<file path="src/rtl/setpoint_pkg.sv">
`timescale 1ns/1ps
package setpoint_pkg;

  // decoded action of one section, index = {enable, adjust}
  typedef enum logic [1:0] {
    ACT_OFF_HOLD = 2'b00,
    ACT_ON_MID   = 2'b01,
    ACT_ON_HOLD  = 2'b10,
    ACT_ON_ADJ   = 2'b11
  } act_e;

  // midscale code of a W-bit counter
  function automatic int unsigned mid_code(input int unsigned w);
    return (32'd1 << (w - 1)) - 32'd1;
  endfunction

  // top code of a W-bit counter
  function automatic int unsigned top_code(input int unsigned w);
    return (32'd1 << w) - 32'd1;
  endfunction

endpackage

</file>
<file path="src/rtl/sync2.sv">
`timescale 1ns/1ps
module sync2 #(
  parameter int W = 1
) (
  input  logic         clk,
  input  logic         rst_n,
  input  logic [W-1:0] d,
  output logic [W-1:0] q
);
  logic [W-1:0] meta;

  always_ff @(posedge clk or negedge rst_n) begin
    if (!rst_n) begin
      meta <= '0;
      q    <= '0;
    end else begin
      meta <= d;
      q    <= meta;
    end
  end
endmodule

</file>
<file path="src/rtl/glitch_filter.sv">
`timescale 1ns/1ps
module glitch_filter #(
  parameter int MIN_PULSE = 25
) (
  input  logic clk,
  input  logic rst_n,
  input  logic s,
  output logic lvl,
  output logic drop
);
  localparam int CW = $clog2(MIN_PULSE + 1);

  logic [CW-1:0] run;
  logic          differ;

  assign differ = (s != lvl);
  // mismatch ended before the qualifying length was reached
  assign drop   = !differ && (run != '0);

  always_ff @(posedge clk or negedge rst_n) begin
    if (!rst_n) begin
      lvl <= 1'b0;
      run <= '0;
    end else if (differ) begin
      if (run == CW'(MIN_PULSE - 1)) begin
        lvl <= s;
        run <= '0;
      end else begin
        run <= run + 1'b1;
      end
    end else begin
      run <= '0;
    end
  end
endmodule

</file>
<file path="src/rtl/setpoint_chan.sv">
`timescale 1ns/1ps
module setpoint_chan
  import setpoint_pkg::*;
#(
  parameter int W         = 5,
  parameter int MIN_PULSE = 25
) (
  input  logic         clk,
  input  logic         rst_n,
  input  logic         en_pin,
  input  logic         adj_pin,
  output logic [W-1:0] code,
  output logic         sect_on,
  output logic         glitch_seen,
  output logic         step_evt,
  output logic         mid_evt
);
  localparam logic [W-1:0] MID = W'(mid_code(W));

  logic [1:0] pins_s;
  logic       en_s, adj_s, adj_f, adj_d, drop;
  act_e       act;

  sync2 #(.W(2)) u_sync (
    .clk  (clk),
    .rst_n(rst_n),
    .d    ({en_pin, adj_pin}),
    .q    (pins_s)
  );

  assign en_s  = pins_s[1];
  assign adj_s = pins_s[0];

  glitch_filter #(.MIN_PULSE(MIN_PULSE)) u_filt (
    .clk  (clk),
    .rst_n(rst_n),
    .s    (adj_s),
    .lvl  (adj_f),
    .drop (drop)
  );

  always_ff @(posedge clk or negedge rst_n) begin
    if (!rst_n) adj_d <= 1'b0;
    else        adj_d <= adj_f;
  end

  assign act      = act_e'({en_s, adj_f});
  assign step_evt = (act == ACT_ON_ADJ) && !adj_d;
  assign mid_evt  = (act == ACT_ON_MID);
  assign sect_on  = (act != ACT_OFF_HOLD);

  always_ff @(posedge clk or negedge rst_n) begin
    if (!rst_n) begin
      code <= MID;
    end else begin
      unique case (act)
        ACT_ON_MID:   code <= MID;
        ACT_ON_ADJ:   if (!adj_d) code <= code - 1'b1;
        default:      code <= code;
      endcase
    end
  end

  always_ff @(posedge clk or negedge rst_n) begin
    if (!rst_n)    glitch_seen <= 1'b0;
    else if (drop) glitch_seen <= 1'b1;
  end
endmodule

</file>
<file path="src/rtl/setpoint_ctl.sv">
`timescale 1ns/1ps
module setpoint_ctl #(
  parameter int W_LAMP    = 5,
  parameter int W_LCD     = 6,
  parameter int MIN_PULSE = 25
) (
  input  logic              clk,
  input  logic              rst_n,
  input  logic              lamp_en,
  input  logic              lamp_adj,
  input  logic              lcd_en,
  input  logic              lcd_adj,
  output logic [W_LAMP-1:0] lamp_code,
  output logic              lamp_on,
  output logic [W_LCD-1:0]  lcd_code,
  output logic              lcd_on,
  output logic              all_off,
  output logic              lamp_glitch,
  output logic              lcd_glitch
);
  // event wires kept visible for the bound checker
  logic lamp_step, lamp_mid, lcd_step, lcd_mid;

  setpoint_chan #(.W(W_LAMP), .MIN_PULSE(MIN_PULSE)) u_lamp (
    .clk        (clk),
    .rst_n      (rst_n),
    .en_pin     (lamp_en),
    .adj_pin    (lamp_adj),
    .code       (lamp_code),
    .sect_on    (lamp_on),
    .glitch_seen(lamp_glitch),
    .step_evt   (lamp_step),
    .mid_evt    (lamp_mid)
  );

  setpoint_chan #(.W(W_LCD), .MIN_PULSE(MIN_PULSE)) u_lcd (
    .clk        (clk),
    .rst_n      (rst_n),
    .en_pin     (lcd_en),
    .adj_pin    (lcd_adj),
    .code       (lcd_code),
    .sect_on    (lcd_on),
    .glitch_seen(lcd_glitch),
    .step_evt   (lcd_step),
    .mid_evt    (lcd_mid)
  );

  assign all_off = !lamp_on && !lcd_on;
endmodule

</file>
<file path="config.mk">
export PLATFORM = sky130hd
export DESIGN_NAME = setpoint_ctl
export DESIGN_NICKNAME = d
export VERILOG_FILES = /design/src/rtl/setpoint_pkg.sv /design/src/rtl/sync2.sv /design/src/rtl/glitch_filter.sv /design/src/rtl/setpoint_chan.sv /design/src/rtl/setpoint_ctl.sv
export SDC_FILE = /design/constraint.sdc
export NUM_CORES = 1
export LEC_CHECK = 0
export BUFFER_PORTS_ARGS = -buffer_cell sky130_fd_sc_hd__buf_2
export CAP_MARGIN = 0
export CORE_ASPECT_RATIO = 1.2
export CORE_MARGIN = 8
export CORE_UTILIZATION = 50
export DETAILED_ROUTE_END_ITERATION = 10
export GPL_ROUTABILITY_DRIVEN = 0
export GPL_TIMING_DRIVEN = 0
export PLACE_DENSITY = 0.77
export REMOVE_ABC_BUFFERS = 1
export SETUP_SLACK_MARGIN = 0.3
export SLEW_MARGIN = 15
export SYNTH_ARGS = -nofsm -noshare
export SYNTH_HDL_FRONTEND = slang
export SYNTH_SLANG_ARGS = --single-unit
</file>
<file path="constraint.sdc">
create_clock -name clk -period 1.7 [get_ports clk]
set_input_delay 0.255 -clock clk [delete_from_list [all_inputs] [get_ports clk]]
set_output_delay 0.255 -clock clk [all_outputs]
set_load 0.02 [all_outputs]
</file>
; ---- After elaboration in Yosys (flattened, before gate mapping)
; Cells that the tools add are included.
[word_totals]
register_bits = 35
wordCells = 53
input_bits = 6
output_inout_bits = 16
[classes]
eq_ne = 10
n_reduce_logical = 17
addsub = 4
mux = 8
[ops]
columns = operator, count
row1 = 5-bit 2-to-1 mux, 5
row2 = 6-bit case mux with 2 select lines, 1
row3 = 5-bit by 1-bit adder with 5-bit output (second input constant), 2
row4 = 5-bit == test (second input constant), 2
row5 = 5-bit case mux with 2 select lines, 1
row6 = 5-bit nonzero test, 2
row7 = 2-bit AND reduction, 4
row8 = 2-bit nonzero test, 4
row9 = 6-bit 2-to-1 mux, 1
row10 = 6-bit by 1-bit subtractor with 6-bit output (second input constant), 1
row11 = 5-bit by 1-bit subtractor with 5-bit output (second input constant), 1
row12 = 2-bit by 1-bit == test with 1-bit output (second input constant), 2
row13 = 2-bit == test (second input constant), 2
row14 = 1-bit zero test, 4
row15 = 2-bit inequality test (second input constant), 2
row16 = 1-bit logical AND, 3
row17 = 1-bit inequality test, 2

; ---- Longest topological paths before layout
; Gate-level depths: netlist (run 1).
[depth]
word_depth = 3
depth_mapped = 5
mapped_depth_nobuf = 5

; ---- Cells and area by module
; From an unflattened synthesis (run 1), not the netlist that was laid out.
[unflattened]
cells_unflattened = 131
area_unflattened_um2 = 1540.2
[modules_own_cells]
columns = module, cells_per_inst, area_per_inst_um2, seq_area_each_um2, instances
row1 = glitch_filter, 26, 300.3, 150.1, 2
row2 = setpoint_chan (u_lcd), 42, 411.6, 206.4, 1
row3 = setpoint_chan (u_lamp), 28, 324.1, 180.2, 1
row4 = sync2, 4, 100.1, 100.1, 2
row5 = setpoint_ctl, 1, 3.8, 0.0, 1

; ---- Worst setup path before layout (run 1)
; No wires, ideal clock.
[synth_timing]
kind = register to register
from = register u_lcd.code[0]
to = register u_lcd.code[4]
path_buffers = 0
synth_period_minus_slack_ns = 1.618
required_time_ns = 1.639
setup_ns = 0.061
t_arrival_ns = 1.558
setup_slack_ns = 0.082
path_stages_with_launch = 6
path_cell_list = dfstp_2 inv_1 ha_1 or4b_2 a211o_1 nand2_1
[synth_via]
elab_chain_len = 3
[synth_rtl]
columns = element, line
row1 = from (decl), setpoint_chan.sv:12  ; output logic [W-1:0] code,
row2 = from (signal assigned), setpoint_chan.sv:58  ; ACT_ON_ADJ: if (!adj_d) code <= code - 1'b1;
row3 = from (signal assigned), setpoint_chan.sv:59  ; default: code <= code;
row4 = 6-bit by 1-bit subtractor with 6-bit output, setpoint_chan.sv:58
row5 = 6-bit 2-to-1 mux, setpoint_chan.sv:58
row6 = 6-bit case mux with 2 select lines, setpoint_chan.sv:56  ; unique case (act)
; No other way between the ends. The select of a mux whose other input is x is not followed.
; A chain may end at the register's enable or synchronous reset.

; ---- Worst setup path after layout (run 1)
[layout_timing]
from = register u_lcd.code[0]
to = register u_lcd.code[5]
; Same word-level chain as after synthesis.

==> results of run 1 <==
metrics by stage:
stage / area (sq um) / power [mW]
6_report: 1890 / 1.38
5_1_grt: 1890 / 1.45
4_1_cts: 1830 / 1.41
3_5_place_dp: 1650 / 0.962
3_3_place_gp: 1650 / 0.958
2_1_floorplan: 1500 / 0.925
how the worst max path moves through the flow:
stage | to | start | slack [ns] | depth (start not counted)
finish | u_lcd.code[5] | u_lcd.code[0] | 0.1 | 3
global route | u_lcd.code[5] | u_lcd.code[0] | 0.07 | 3
CTS | u_lcd.code[5] | u_lcd.code[0] | 0.11 | 3
detailed placement | u_lcd.code[4] | u_lcd.code[0] | 0.02 | 5
global placement | u_lcd.code[4] | u_lcd.code[0] | 0.09 | 5
floorplan | u_lcd.code[4] | u_lcd.code[0] | 0.08 | 5
cells in the mapped netlist:
library cell	count	area, sq um
clkbuf_1	3	11.3
mux2_2	3	33.8
or4b_2	2	20.0
nand2_1	10	37.5
ha_1	6	75.1
or2_2	2	12.5
nor2_1	14	52.6
a211o_1	1	8.76
nand3_1	6	30.0
a21oi_1	5	25.0
and3_1	1	6.26
a31oi_1	1	6.26
inv_1	9	33.8
nor4b_1	2	17.5
or4_4	1	11.3
or3_1	1	6.26
mux2i_1	2	20.0
nand2b_1	2	12.5
dfstp_2	9	236
xnor2_1	2	17.5
xor2_1	6	52.6
a21boi_0	2	15.0
o21bai_1	2	15.0
o311ai_1	1	8.76
nor2b_1	2	12.5
o21ai_0	4	20.0
nor4_1	1	6.26
nand4b_1	2	17.5
o22a_1	1	8.76
dfrtp_1	26	651
a21bo_2	1	10.0
o311ai_0	2	17.5
and2_1	1	6.26
kinds of logic after synthesis:
kind of cell             count (synthesis)  synth area share [%]
adder cells (fa/ha/maj)                  6                  4.95
flip-flops                              35                  58.5
buffers and inverters                   12                  2.97
XOR/XNOR                                 8                  4.62
multiplexers                             5                  3.55
AND/OR/NAND/NOR                         47                  16.4
AO/OA/AOI/OAI                           20                  8.92
layout make-up:
| cell class | instances | share of cell area, % |
|---|---|---|
| multi-input cells | 86 | 34.3 |
| well taps | 36 | 2.38 |
| clock inverters | 3 | 0.795 |
| inverters | 9 | 1.79 |
| flip-flops and latches | 35 | 47.2 |
| clock buffers | 5 | 1.99 |
| repair buffers | 32 | 11.5 |
routing by layer:
| layer | wire length [um] | share of wire (%) | global-route usage, % |
|---|---|---|---|
| met1 | 1210 | 44 | 13.5 |
| met2 | 1280 | 46 | 18.1 |
| met3 | 163 | 5.9 | 3.68 |
| met4 | 99 | 3.6 | 8.57 |
| met5 | 0 | 0 | 0 |
report_power, final:
group          switching (mW)  internal [mW]
clock                   0.268          0.154
sequential             0.0163          0.855
combinational          0.0499         0.0411
sequential cells by signal, indices dropped and copies added, names as in the netlist, 2 cells and up:
name	flops
u_lamp.u_sync.meta	2
u_lamp.u_sync.q	2
u_lcd.u_sync.q	2
u_lcd.u_filt.run	5
u_lamp.u_filt.run	5
u_lcd.code	6
u_lamp.code	5
u_lcd.u_sync.meta	2
cells in the final DEF (no fill, tap or decap), types with 3 or more instances in the layout:
master	count
nor2_1	13
dfrtp_1	22
buf_4	9
mux2_2	3
clkbuf_4	5
nand3_1	5
xor2_1	6
ha_1	5
buf_6	4
a21oi_1	5
nand2_1	10
o21ai_0	4
inv_1	9
dfstp_2	9
buf_2	17
dfrtp_2	4
clkinv_2	3
what timing repair did:
action,CTS,global route
gates resized for setup,19,8
endpoints found under the setup margin,6,9
buffers inserted,6,3
cloned,0,0
hold endpoints to repair,27,0
hold buffers,2,0
pin swaps,3,2
==> results.toml, run 1 <==
[run_status]
status = "complete, no violations"

[yosys]
syn_area_sq_um = 1520
syn_inst = 133
synth.avg_cell_area_sq_um = 11.4
synth_cell_types = 33
ys_warn_count = 0
synth-seq-area-share_pct = 58.5
ys_seq_elements = 35

[grt]
overflow = 0
grt_pass1_vias = 1103
grt_use_total_pct = 11.9
grt_max_degree = 36
antenna_found_initial = 0
grt_pass1_wl_um = 4700

[timing]
fin_ws_ns = 0.0987
holdWs_ns = 0.0215
tightest_slew_ns = 0.732
fin_tns_setup_ns = 0
period_share_pct = 94.2
clock_skew_ns = 0.00706
slew_headroom_pct = 51.2
hold_viol = 0
fmax_mhz = 625
period_needed_ns = 1.60
setup_viol = 0
rsz0062_at_grt = "yes"
slew_violations = 0

[placed_design]
portBuffers = 21
placed_cells = 187
post-place-ws_ns = 0.0178
hpwl_um = 1880

[routing]
dr_total_vias = 1068
drt_iter0_drc = 37
drc = 0
drtPass1Iterations = 4
finalWirelength_um = 2750
routed_via_density = 5.18
wl_per_cell_um = 13.4
drtAntennaViolNets = 0

[clock_network]
cts_root_buf = "clkbuf_4"
numClockSinks = 35
path_clk_slew_ns = 0.10
cts_tree = "built"
htreeDepth = 2
cts_buffers = 5
cts_buffer_depth = 2
clk_latency_ns = 0.33

[cells_and_area]
drive_above_1_share_pct = 39.4
fillCellCount = 237
utilization_pct = 63.6
register_area_sq_um = 892
stdcell_count = 206
syn2layout_area_growth_pct = 24.7
num_antenna_cells = 0
multi_input_area_sq_um = 648
nets = 181

[setup_path]
critPathTopFamily = "simple AND/OR/NAND/NOR gates"
path_cells = "or4_4, or3_4, o311ai_4"
r2r-start = "u_lcd.code[0]"
worstSetupPathType = "flop to flop"
slowest_delay_ns = 0.55
cp.required_ns = 1.94
ff2ff_path_depth = 3
cp-start-kind = "flop"
worst-path-buf-inv = 0
ff2ff_setup_slack_ns = 0.1
timing.rr.end = "u_lcd.code[5]"
critPathArrivalTime_ns = 1.85
end_kind = "flop"
cp_max_fo = 4
crit_path_top_delay_cell = "or4_4"

[power_and_ir_drop]
p_per_area_nw_per_um2 = 733
p_leak_nw = 0.899
ir_worst_vdd_mv = 0.757

[run]
maxCapViolCount = 0

[worst_hold_path]
hold_depth = 1
worstHoldEndpoint = "u_lcd.u_sync.meta[1]"
min_from = "lcd_en"
hold_path_class = "input port to flop"

[floorplanning]
core.rowCount = 22
die_w_um = 66.3
io_pins = 22
dieArea_sq_um = 5050
coreArea_sq_um = 2970
die_height_um = 76.3
start_util_pct = 51.0
Note: power is estimated with default switching activity, not from simulation.
==> run 2: changes to the inputs <==
- CAP_MARGIN: 0 -> 20
- REMOVE_ABC_BUFFERS: 1 -> unset
==> run 2 against run 1 <==
  * Maximum frequency decreased by 1.4%
  * Total power up 13%
  * Via count up 4.7%
  * Non-clock buffer count grew 8
  * Critical path type unchanged
  * Largest power group unchanged
==> results.toml, run 2 (synthesis results as in run 1) <==
[run_status]
status = "complete, no violations"

[grt]
grt_pass1_vias = 1174
grt_pass1_wl_um = 5360
antenna_found_initial = 0
grt_max_degree = 36
grt_use_total_pct = 13.4
overflow = 0

[clock_network]
cts_tree = "built"
htreeDepth = 2
clk_latency_ns = 0.33
numClockSinks = 35
path_clk_slew_ns = 0.11
cts_buffers = 5
cts_root_buf = "clkbuf_4"
cts_buffer_depth = 2

[cells_and_area]
final_cell_mix = "dfrtp_1 (25), buf_2 (18), buf_4 (14), nor2_1 (13), nand2_1 (10)"
drive_above_1_share_pct = 41.0
largest_register = "u_lcd.code"
syn2layout_area_growth_pct = 31.5
largest_register_ffs = 6
final_common_cell = "dfrtp_1"
nets = 189
num_antenna_cells = 0
fillCellCount = 215

[setup_path]
worstSetupPathType = "flop to flop"
end_kind = "flop"
cp_max_fo = 4
cp-start-kind = "flop"
cp.required_ns = 1.95
critPathArrivalTime_ns = 1.87

[floorplanning]
start_util_pct = 51.0
io_pins = 22
die_height_um = 76.3
dieArea_sq_um = 5050
coreArea_sq_um = 2970
die_w_um = 66.3
core.rowCount = 22

[timing]
period_needed_ns = 1.62
tightest_slew_ns = 0.743
slew_headroom_pct = 50.5
fin_ws_ns = 0.0768
setup_viol = 0
fin_tns_setup_ns = 0
rsz0062_at_grt = "yes"
period_share_pct = 95.5
clock_skew_ns = 0.00475
hold_viol = 0
fmax_mhz = 616
slew_violations = 0

[routing]
drtPass1Iterations = 4
finalWirelength_um = 3050
drc = 0
wl_per_cell_um = 14.3
dr_total_vias = 1118
routed_via_density = 5.22
drt_iter0_drc = 28
drtAntennaViolNets = 0

[run]
maxCapViolCount = 0

[worst_hold_path]
hold_path_class = "input port to flop"

[placed_design]
post-place-ws_ns = 0.0823
hpwl_um = 2000
portBuffers = 21

[power_and_ir_drop]
p_per_area_nw_per_um2 = 784
p_leak_nw = 0.963
ir_worst_vdd_mv = 0.697

[yosys]
synth_nets = 145
[run 2: what timing repair did]
| action | CTS | global route |
|---|---|---|
| hold buffers | 3 | 0 |
| buffers inserted | 9 | 4 |
| pin swaps | 5 | 3 |
| hold endpoints to repair | 28 | 0 |
| resized for setup | 22 | 7 |
| endpoints found under the setup margin | 7 | 9 |
[run 2: final cells by class]
cell class                      instances  area, sq um  share of cell area [%]
Sequential cell                        35          888                    44.6
Multi-Input combinational cell         86          654                    32.9
Clock buffer                            5         37.5                    1.88
Clock inverter                          3         43.8                    2.20
Timing Repair Buffer                   37          248                    12.4
Inverter                                9         33.8                    1.70
Tap cell                               36         45.0                    2.26
Buffer                                  3         41.3                    2.07
[run 2: path summary, 6_finish.rpt]
check / start / end / slack (ns) / cells past startpoint
max: u_lcd.adj_d / u_lcd.code[5] / 0.08 / 3
min: lcd_en / u_lcd.u_sync.meta[1] / 0.02 / 1
max reg2reg: u_lcd.adj_d / u_lcd.code[5] / 0.08 / 3
min reg2reg: u_lcd.u_sync.meta[1] / u_lcd.u_sync.q[1] / 0.36 / 0
max in group asynchronous: rst_n / u_lcd.u_sync.q[1] / 0.68 / 2
min in group asynchronous: rst_n / u_lcd.code[5] / 0.51 / 2
[run 2: critical path, cell delays in order, from the launching register on]
cell and delay, ns:
dfrtp_1 0.41, or4_4 0.54, or3_4 0.34, o311ai_2 0.25
[run 2: where the power goes]
| group | switching (mW) | internal [mW] | leakage (nW) |
|---|---|---|---|
| logic | 0.0497 | 0.0426 | 0.497 |
| registers | 0.0190 | 0.855 | 0.421 |
| clock network | 0.287 | 0.309 | 0.0452 |
| total | 0.356 | 1.21 | 0.963 |
[run 2: routing by layer]
| layer | GRT usage [%] | up-vias | wire length [um] |
|---|---|---|---|
| li1 | - | 542 | - |
| met1 | 14.7 | 545 | 1250 |
| met2 | 21.6 | 26 | 1560 |
| met3 | 4.12 | 5 | 175 |
| met4 | 7.92 | 0 | 67 |
| met5 | 0 | - | 0 |
[run 2: through the flow]
step	instances	hold WS, ns	instance area [sq um]	total power, mW	util (%)
floorplan	133	-0.0406	1530	0.927	-
global placement	190	0.334	1680	0.958	56.4
detailed placement	190	0.339	1680	0.966	56.4
CTS	210	0.00141	1930	1.58	64.9
global route	214	0.000734	1990	1.63	67.0
finish	214	0.0199	1990	1.56	67.0
==> run 3: changes to the inputs <==
- SYNTH_HIERARCHICAL: unset -> 1
==> run 3 against run 2 <==
  * Clock skew about the same
  * The run now ends with hold timing left
  * Via count shrank 4.4%
  * Hold slack got worse by 0.039 ns
  * Clock power down 17%
  * Critical path type is now flop to output pin
  * Sequential power hardly changed
  * Combinational power up 15%
  * Cell area shrank 5.3%
  * Critical path depth rose by 1
  * Clock-buffer cell count rose by 3
  * Synthesized area rose by 1.4%
==> results.toml, run 3 <==
[timing]
fin_ws_ns = 0.175
rsz0062_at_grt = "yes"
slew_violations = 0
clock_skew_ns = 0.00522
fin_tns_setup_ns = 0
fmax_mhz = 656
period_share_pct = 89.7
holdWs_ns = -0.0188
slew_headroom_pct = 50.9
period_needed_ns = 1.53
tightest_slew_ns = 0.736
hold_viol = 26
setup_viol = 0

[yosys]
ys_warn_count = 6
syn_inst = 130
synth_nets = 142
synth.avg_cell_area_sq_um = 11.8
syn_area_sq_um = 1540

[setup_path]
cp_max_fo = 2
cp-start-kind = "flop"
end_kind = "output pin"
critPathTopFamily = "flip-flops"
cp_common_cell = "buf_6"
cp.required_ns = 1.44
worst-path-buf-inv = 2
path_cells = "buf_6, or2_4, nor2_4, buf_6"
critPathArrivalTime_ns = 1.27
worstSetupPathType = "flop to output pin"
crit_path_top_delay_cell = "dfrtp_1"
slowest_delay_ns = 0.41

[cells_and_area]
fillCellCount = 240
final_common_cell = "dfrtp_1"
num_antenna_cells = 0
fin_area_sq_um = 1890
final_cell_mix = "dfrtp_1 (25), buf_2 (19), nor2_1 (14), inv_1 (9), dfstp_2 (9)"
drive_above_1_share_pct = 36.1
syn2layout_area_growth_pct = 22.8
largest_register = "u_lcd/code"
nets = 177
largest_register_ffs = 6

[clock_network]
cts_buffers = 5
numClockSinks = 35
cts_buffer_depth = 2
cts_root_buf = "clkbuf_4"
path_clk_slew_ns = 0.10
cts_tree = "built"
htreeDepth = 2
clk_latency_ns = 0.32

[grt]
antenna_found_initial = 0
grt_pass1_wl_um = 4400
grt_pass1_vias = 1000
grt_max_degree = 36
overflow = 0
grt_use_total_pct = 11.3

[run_status]
violations = "hold timing"
status = "complete, but fails checks"

[placed_design]
placed_area_sq_um = 1690
portBuffers = 21
post-place-ws_ns = 0.212
hpwl_um = 1940

[routing]
drtAntennaViolNets = 0
drc = 0
routed_via_density = 5.29
drtPass1Iterations = 4
dr_total_vias = 1069
finalWirelength_um = 2810
drt_iter0_drc = 58
wl_per_cell_um = 13.9

[run]
maxCapViolCount = 0

[power_and_ir_drop]
ir_worst_vdd_mv = 0.708
p_per_area_nw_per_um2 = 781
p_leak_nw = 0.928
fin_total_pwr_mw = 1.47

[floorplanning]
core.rowCount = 22
coreArea_sq_um = 3000
dieArea_sq_um = 5110
start_util_pct = 51.2
die_w_um = 66.6
io_pins = 22
die_height_um = 76.7

[worst_hold_path]
hold_path_class = "input port to asynchronous set/reset pin"
==> run 3: routing by layer <==
| layer | global-route usage, % | up-vias | part of all wire [%] |
|---|---|---|---|
| li1 | - | 513 | - |
| met1 | 11.5 | 525 | 38 |
| met2 | 18.9 | 29 | 54 |
| met3 | 5.09 | 2 | 7.6 |
| met4 | 5.14 | 0 | 0.92 |
| met5 | 0 | - | 0 |
==> run 3: path summary, 6_finish.rpt <==
| path | start | slack [ns] | to | cells after the start |
|---|---|---|---|---|
| max in group asynchronous | rst_n | 1.20 | u_lcd/u_sync/q[1] | 1 |
| min in group clk | lcd_en | 0.03 | u_lcd/u_sync/meta[1] | 1 |
| setup reg to reg | u_lcd/u_filt/lvl | 0.24 | u_lcd/code[5] | 5 |
| setup / recovery | u_lcd/u_filt/lvl | 0.17 | all_off | 4 |
| hold / removal | rst_n | -0.02 | u_lamp/code[4] | 1 |
| hold reg to reg | u_lamp/u_sync/meta[0] | 0.36 | u_lamp/u_sync/q[0] | 0 |
==> run 3: stage by stage <==
step | instances | hold slack (ns) | util (%)
5_1_grt | 202 | 0.00497 | 62.9
3_3_place_gp | 187 | 0.333 | 56.3
4_1_cts | 199 | 0.00325 | 61.0
2_1_floorplan | 130 | -0.0406 | -
3_5_place_dp | 187 | 0.335 | 56.3
6_report | 202 | -0.0188 | 62.9
==> run 3: final cells by class <==
class,instances,area (sq um),area share [%]
timing repair buffer,28,171,9.08
sequential,35,888,47.1
inverter,9,33.8,1.79
clock buffer,8,68.8,3.65
buffer,2,22.5,1.19
multi-input combinational,84,657,34.8
tap,36,45.0,2.39
==> run 3: what timing repair did <==
item / CTS / global route
setup endpoints to repair: 6 / 9
hold endpoints to repair: 0 / 2
resized for setup: 11 / 6
hold buffers: 0 / 2
pin swaps: 2 / 1
buffers inserted: 4 / 1
==> run 3: power by group <==
part	internal (mW)	leakage (nW)	switching, mW
Sequential	0.855	0.421	0.0197
Combinational	0.0518	0.469	0.0538
Clock	0.243	0.0386	0.250
